File: config.mk
export PLATFORM = sky130hd
export DESIGN_NAME = pwm8_channel
export DESIGN_NICKNAME = d
export VERILOG_FILES = /design/src/rtl/pwm8_pkg.sv /design/src/rtl/pwm8_timebase.sv /design/src/rtl/pwm8_regs.sv /design/src/rtl/pwm8_compare.sv /design/src/rtl/pwm8_channel.sv
export SDC_FILE = /design/constraint.sdc
export NUM_CORES = 1
export LEC_CHECK = 0
export ABC_AREA = 1
export CORE_MARGIN = 8
export CORE_UTILIZATION = 53
export CTS_CLUSTER_SIZE = 25
export DETAILED_ROUTE_END_ITERATION = 8
export GPL_TIMING_DRIVEN = 1
export PLACE_DENSITY = 0.8
export SLEW_MARGIN = 20
export SYNTH_ARGS = -nofsm -noshare
export SYNTH_HDL_FRONTEND = slang
export SYNTH_HIERARCHICAL = 1
export SYNTH_SLANG_ARGS = --single-unit
File: constraint.sdc
create_clock -name clk -period 2.85 [get_ports clk]
set_input_delay 0.4275 -clock clk [delete_from_list [all_inputs] [get_ports clk]]
set_output_delay 0.4275 -clock clk [all_outputs]
set_load 0.005 [all_outputs]
File: src/rtl/pwm8_pkg.sv
package pwm8_pkg;
  typedef enum logic [1:0] {
    REG_CMP_LO = 2'd0,
    REG_CMP_HI = 2'd1,
    REG_MODE   = 2'd2,
    REG_COUNT  = 2'd3
  } reg_sel_e;

  localparam int MODE_CMP_EN  = 0;
  localparam int MODE_PWM_EN  = 1;
  localparam int MODE_FLAG_EN = 2;

  typedef struct packed {
    logic flag_en;
    logic pwm_en;
    logic cmp_en;
  } mode_t;
endpackage

File: src/rtl/pwm8_timebase.sv
module pwm8_timebase #(
  parameter int TB_W  = 16,
  parameter int CNT_W = 8
) (
  input  logic             clk,
  input  logic             rst,
  input  logic             tb_en,
  output logic [CNT_W-1:0] cnt_lo,
  output logic [CNT_W-1:0] next_lo,
  output logic             wrap
);
  logic [TB_W-1:0] cnt_q;

  always_ff @(posedge clk) begin
    if (rst)        cnt_q <= '0;
    else if (tb_en) cnt_q <= cnt_q + 1'b1;
  end

  assign cnt_lo  = cnt_q[CNT_W-1:0];
  assign next_lo = cnt_lo + 1'b1;
  assign wrap    = tb_en && (&cnt_lo);

  // counter frozen without timebase enable
  assert_hold_without_tick_R8: assert property (@(posedge clk) disable iff (rst)
    !tb_en |=> $stable(cnt_q));
endmodule

File: src/rtl/pwm8_regs.sv
module pwm8_regs
  import pwm8_pkg::*;
#(
  parameter int CNT_W = 8
) (
  input  logic             clk,
  input  logic             rst,
  input  logic             wr_en,
  input  logic [1:0]       wr_addr,
  input  logic [CNT_W-1:0] wr_data,
  input  logic [1:0]       rd_addr,
  input  logic             reload,
  input  logic             set_flag,
  input  logic [CNT_W-1:0] cnt_lo,
  output logic [CNT_W-1:0] cmp_lo,
  output logic [CNT_W-1:0] cmp_hi,
  output mode_t            mode,
  output logic             flag,
  output logic [CNT_W-1:0] rd_data
);
  localparam int FLAG_BIT = CNT_W - 1;
  localparam int PAD_W    = CNT_W - 4;

  logic clr_flag;
  logic [CNT_W-1:0] mode_byte;

  assign clr_flag  = wr_en && (wr_addr == REG_MODE) && !wr_data[FLAG_BIT];
  assign mode_byte = {flag, {PAD_W{1'b0}}, mode.flag_en, mode.pwm_en, mode.cmp_en};

  always_ff @(posedge clk) begin
    if (rst) begin
      cmp_lo <= '0;
      cmp_hi <= '0;
      mode   <= '0;
    end else begin
      if (reload) cmp_lo <= cmp_hi;
      if (wr_en) begin
        case (reg_sel_e'(wr_addr))
          REG_CMP_LO: begin
            cmp_lo      <= wr_data;
            mode.cmp_en <= 1'b0;
          end
          REG_CMP_HI: begin
            cmp_hi      <= wr_data;
            mode.cmp_en <= 1'b1;
          end
          REG_MODE: begin
            mode.cmp_en  <= wr_data[MODE_CMP_EN];
            mode.pwm_en  <= wr_data[MODE_PWM_EN];
            mode.flag_en <= wr_data[MODE_FLAG_EN];
          end
          default: ;
        endcase
      end
    end
  end

  always_ff @(posedge clk) begin
    if (rst)           flag <= 1'b0;
    else if (set_flag) flag <= 1'b1;
    else if (clr_flag) flag <= 1'b0;
  end

  always_ff @(posedge clk) begin
    if (rst) rd_data <= '0;
    else begin
      case (reg_sel_e'(rd_addr))
        REG_CMP_LO: rd_data <= cmp_lo;
        REG_CMP_HI: rd_data <= cmp_hi;
        REG_MODE:   rd_data <= mode_byte;
        default:    rd_data <= cnt_lo;
      endcase
    end
  end

  assert_reload_copies_R2: assert property (@(posedge clk) disable iff (rst)
    (reload && !(wr_en && wr_addr == REG_CMP_LO)) |=> (cmp_lo == $past(cmp_hi)));
  assert_flag_sticky_R6: assert property (@(posedge clk) disable iff (rst)
    (flag && !clr_flag) |=> flag);
  assert_hi_write_enables_R7: assert property (@(posedge clk) disable iff (rst)
    (wr_en && wr_addr == REG_CMP_HI) |=> mode.cmp_en);
  assert_lo_write_disables_R7: assert property (@(posedge clk) disable iff (rst)
    (wr_en && wr_addr == REG_CMP_LO) |=> !mode.cmp_en);
endmodule

File: src/rtl/pwm8_compare.sv
module pwm8_compare #(
  parameter int CNT_W = 8
) (
  input  logic             clk,
  input  logic             rst,
  input  logic             tick,
  input  logic             wrap,
  input  logic             active,
  input  logic [CNT_W-1:0] next_lo,
  input  logic [CNT_W-1:0] cmp_lo,
  input  logic [CNT_W-1:0] cmp_hi,
  output logic             match,
  output logic             pwm
);
  logic [CNT_W-1:0] cmp_sel;

  // at a wrap the incoming reload value is the one the new count meets
  assign cmp_sel = wrap ? cmp_hi : cmp_lo;
  assign match   = tick && (next_lo == cmp_sel);

  always_ff @(posedge clk) begin
    if (rst || !active) pwm <= 1'b0;
    else if (match)     pwm <= 1'b1;
    else if (wrap)      pwm <= 1'b0;
  end

  assert_full_duty_set_wins_R3: assert property (@(posedge clk) disable iff (rst)
    (active && wrap && cmp_hi == '0) |=> pwm);
endmodule

File: src/rtl/pwm8_channel.sv
module pwm8_channel
  import pwm8_pkg::*;
#(
  parameter int TB_W  = 16,
  parameter int CNT_W = 8
) (
  input  logic             clk,
  input  logic             rst,
  input  logic             tb_en,
  input  logic             wr_en,
  input  logic [1:0]       wr_addr,
  input  logic [CNT_W-1:0] wr_data,
  input  logic [1:0]       rd_addr,
  output logic [CNT_W-1:0] rd_data,
  output logic [CNT_W-1:0] cnt_lo,
  output logic             pwm_out,
  output logic             match_flag
);
  logic [CNT_W-1:0] next_lo, cmp_lo, cmp_hi;
  logic             wrap, match, active, set_flag;
  mode_t            mode;

  pwm8_timebase #(.TB_W(TB_W), .CNT_W(CNT_W)) u_tb (
    .clk(clk), .rst(rst), .tb_en(tb_en),
    .cnt_lo(cnt_lo), .next_lo(next_lo), .wrap(wrap)
  );

  assign active   = mode.cmp_en && mode.pwm_en;
  assign set_flag = match && active && mode.flag_en;

  pwm8_regs #(.CNT_W(CNT_W)) u_regs (
    .clk(clk), .rst(rst), .wr_en(wr_en), .wr_addr(wr_addr), .wr_data(wr_data),
    .rd_addr(rd_addr), .reload(wrap), .set_flag(set_flag), .cnt_lo(cnt_lo),
    .cmp_lo(cmp_lo), .cmp_hi(cmp_hi), .mode(mode), .flag(match_flag),
    .rd_data(rd_data)
  );

  pwm8_compare #(.CNT_W(CNT_W)) u_cmp (
    .clk(clk), .rst(rst), .tick(tb_en), .wrap(wrap), .active(active),
    .next_lo(next_lo), .cmp_lo(cmp_lo), .cmp_hi(cmp_hi),
    .match(match), .pwm(pwm_out)
  );

  assert_wrap_clears_R1: assert property (@(posedge clk) disable iff (rst)
    (active && wrap && cmp_hi != '0) |=> !pwm_out);
  assert_idle_low_R5: assert property (@(posedge clk) disable iff (rst)
    !active |=> !pwm_out);
  assert_idle_no_flag_R5: assert property (@(posedge clk) disable iff (rst)
    (!active && !match_flag) |=> !match_flag);
endmodule

==> metrics.yaml <==
run_status:
  status: "finished, final reports clean"
grt:
  grt-ovfl-total: 0
  antenna_found_initial: 0
  grt_start_max_net_pins: 23
  grt_pass1_vias: 2068
  grt_usage_pct: 16.9
  grt_pass1_wl_um: 8770
timing:
  rsz0062_at_grt: "no"
  period_needed_ps: 2440
  finalHoldViolCount: 0
  worst_pin_slew_ps: 605
  period_share_pct: 85.7
  maxSlewViolCount: 0
  slew_headroom_pct: 59.5
  layout_setup_ws_ps: 407
  setup_viol: 0
  finClkSkew_ps: 6.48
  max_freq_mhz: 409
  final.setup.tns_ps: 0
setup_path:
  crit_required_ps: 3080
  start_kind: "flip-flop"
  crit_type: "flip-flop to flip-flop"
  cp_slowest_stage_delay_ps: 430
  worstPathCellList: "ha_1 -> nand2_1 -> nor2_2 -> nand2_1 -> nor4_2 -> buf_4 -> inv_8 -> nand2_2 -> nand2_2 -> a21oi_2 -> nand2_1 -> nor2_2 -> nand3_2 -> inv_1 -> nand2_1 -> nor2_1 -> inv_1 -> a21oi_1"
  crit_top_cell: "nand2_1"
  crit_buf_inv: 4
  cp_num_cells: 18
  ff2ff_setup_slack_ps: 410
  r2r_cells: 18
  arrival_ps: 2670
  end_kind: "flip-flop"
  endpoint: "u_regs/flag"
  cp_max_fo: 19
  crit_start: "u_tb/cnt_q[1]"
  slowest_stage: "dfxtp_1"
  r2r_end: "u_regs/flag"
  r2r_start: "u_tb/cnt_q[1]"
  crit_family: "simple AND/OR/NAND/NOR gates"
power:
  seqPwrFrac_pct: 50.8
  p_sw_mw: 0.320
  clkPwrFrac_pct: 32.3
  ir_drop_uv: 330
  powerDensity_nw_per_um2: 435
  p_leak_nw: 1.26
  p_int_mw: 0.800
  switching_share_pct: 28.6
  combPwrFrac_pct: 17.0
clocking:
  htreeDepth: 2
  tritoncts: "done"
  ctsResizeCount: 0
  cts.clk_slew.worst_paths_ps: 70
  cts-buffers-inserted: 5
  clkSinkCount: 37
  holdBufCountCts: 0
  cts_root_buf: "clkbuf_8"
  clock_latency_ps: 300
  post-cts-setup-buffers: 0
  cts_buffer_depth: 2
floorplan:
  fp.dieW_um: 79.4
  die_y_um: 79.4
  io_pins: 34
  initial_core_util_pct: 54.0
  fp.dieArea_um2: 6300
  rows: 23
  core-area_um2: 3940
layout:
  diodes: 0
  drive_gt1_share_pct: 8.31
  synthToLayoutAreaGrowth_pct: 20.8
  layout.nets: 393
  multiInputGateArea_um2: 1110
  ff_latch_area_um2: 741
  fillers: 377
place:
  finalWeightedCongestion: 0.874
  io_buffers: 33
  place_ws_ps: 294
  dp_hpwl_um: 3800
synthesis:
  synth-async-reset-ratio_pct: 0
  synth_cell_types: 24
  synth-seq-cells: 37
  yosysWarnings: 6
  synth_edf_count: 0
  synthFlopType: "dfxtp_1"
  synth.cell_area_um2: 2130
  synthCells: 338
  postSynthAreaPerCell_um2: 6.30
  syn-num-nets: 359
  synth-seq-area-share_pct: 34.8
route:
  drc: 0
  vias: 2190
  wl_um: 5000
  first_pass_iters: 4
  avgViaCountPerCell: 5.18
  wl_per_cell_um: 11.8
  drt_iter0_drc: 134
  detail-route-antenna-nets: 0
min_path:
  worstHoldStart: "u_cmp/pwm"
  hold_class: "flip-flop to flip-flop"
run:
  cap_violations: 0
[worst reg2reg max path, cell delays in order, from the launching register on]
cell	delay, ps
dfxtp_1	430
ha_1	260
nand2_1	90
nor2_2	130
nand2_1	100
nor4_2	140
buf_4	280
inv_8	80
nand2_2	60
nand2_2	60
a21oi_2	120
nand2_1	70
nor2_2	110
nand3_2	100
inv_1	70
nand2_1	50
nor2_1	80
inv_1	40
a21oi_1	120
[layout by cell type (no fill, tap or decap)]
cell,count
nand2_1,92
nor4_2,1
o21ai_1,10
nor3_2,1
nand3b_1,2
nand2_2,4
clkinv_2,2
nand3_1,32
inv_8,1
dfxtp_1,37
nor2_2,4
ha_1,5
xor2_1,2
nand3_2,1
o21ai_0,18
inv_2,5
inv_1,48
clkinvlp_4,1
buf_4,4
and3_1,1
a21oi_1,26
clkdlybuf4s50_1,33
clkbuf_8,5
a21oi_2,2
nor2_1,36
[synth_stat cells (2+ instances only)]
master    number  share of area (%)
a21oi_1       26                6.1
a21oi_2        2               0.82
buf_2          4               0.94
buf_4          2               0.70
buf_6          3                1.6
dfxtp_1       37                 35
ha_1           5                2.9
inv_1         48                8.5
inv_2          5               0.88
nand2_1       92                 16
nand2_2        4                1.2
nand3_1       32                7.5
nand3b_1       2               0.70
nor2_1        36                6.3
nor2_2         4                1.2
o21ai_0       18                4.2
o21ai_1       10                2.4
xor2_1         2               0.82
[final cells by class]
| type | instances | area share, % |
|---|---|---|
| tap | 50 | 2.43 |
| clock inverter | 3 | 0.681 |
| timing repair buffer | 37 | 14.0 |
| sequential | 37 | 28.8 |
| multi-input combinational | 237 | 43.2 |
| inverter | 54 | 8.17 |
| clock buffer | 5 | 2.68 |
[registers in the layout (all words and copies together), names as in the netlist]
name and cells:
u_regs/mode 3, u_regs/flag 1, u_regs/cmp_lo 8, u_tb/cnt_q 8
u_cmp/pwm 1, u_regs/cmp_hi 8, u_regs/rd_data 8
[worst min-delay path by stage]
stage | depth (start not counted) | endpoint | slack [ps]
floorplan | 2 | u_regs/mode[0] | 460
global placement | 2 | u_regs/mode[0] | 490
detailed placement | 2 | u_regs/flag | 500
CTS | 2 | u_regs/flag | 510
global route | 2 | u_regs/mode[0] | 530
finish | 2 | u_cmp/pwm | 510
[power by group through the flow]
stage / Clock [mW] / Sequential [mW] / Combinational [mW]
floorplan: 0 / 0.576 / 0.114
global placement: 0 / 0.580 / 0.185
detailed placement: 0 / 0.581 / 0.189
CTS: 0.373 / 0.569 / 0.189
global route: 0.393 / 0.572 / 0.214
finish: 0.361 / 0.568 / 0.190
[per-stage QoR]
stage	util [%]	std cells	power [mW]	area (um^2)	hold WS, ps
2_1_floorplan	-	338	0.690	2130	462
3_3_place_gp	63.1	415	0.765	2490	490
3_5_place_dp	63.1	415	0.770	2490	498
4_1_cts	65.2	423	1.13	2570	509
5_1_grt	65.2	423	1.18	2570	532
6_report	65.2	423	1.12	2570	511
[layer usage]
| metal | part of all wire [%] | vias up | GRT usage, % |
|---|---|---|---|
| met5 | 0 | - | 0 |
| met4 | 1.8 | 0 | 8.33 |
| met3 | 6.6 | 8 | 4.05 |
| met2 | 46 | 67 | 27.3 |
| met1 | 45 | 988 | 20.5 |
| li1 | - | 1127 | - |
[cells by family after synthesis]
kind of cell             count (synthesis)  synth area share [%]
AO/OA/AOI/OAI                           56                  13.5
XOR/XNOR                                 2                 0.823
adder cells (fa/ha/maj)                  5                  2.94
buffers and inverters                   64                  13.3
flip-flops                              37                  34.8
AND/OR/NAND/NOR                        174                  34.7
(Power assumes the default switching activity.)
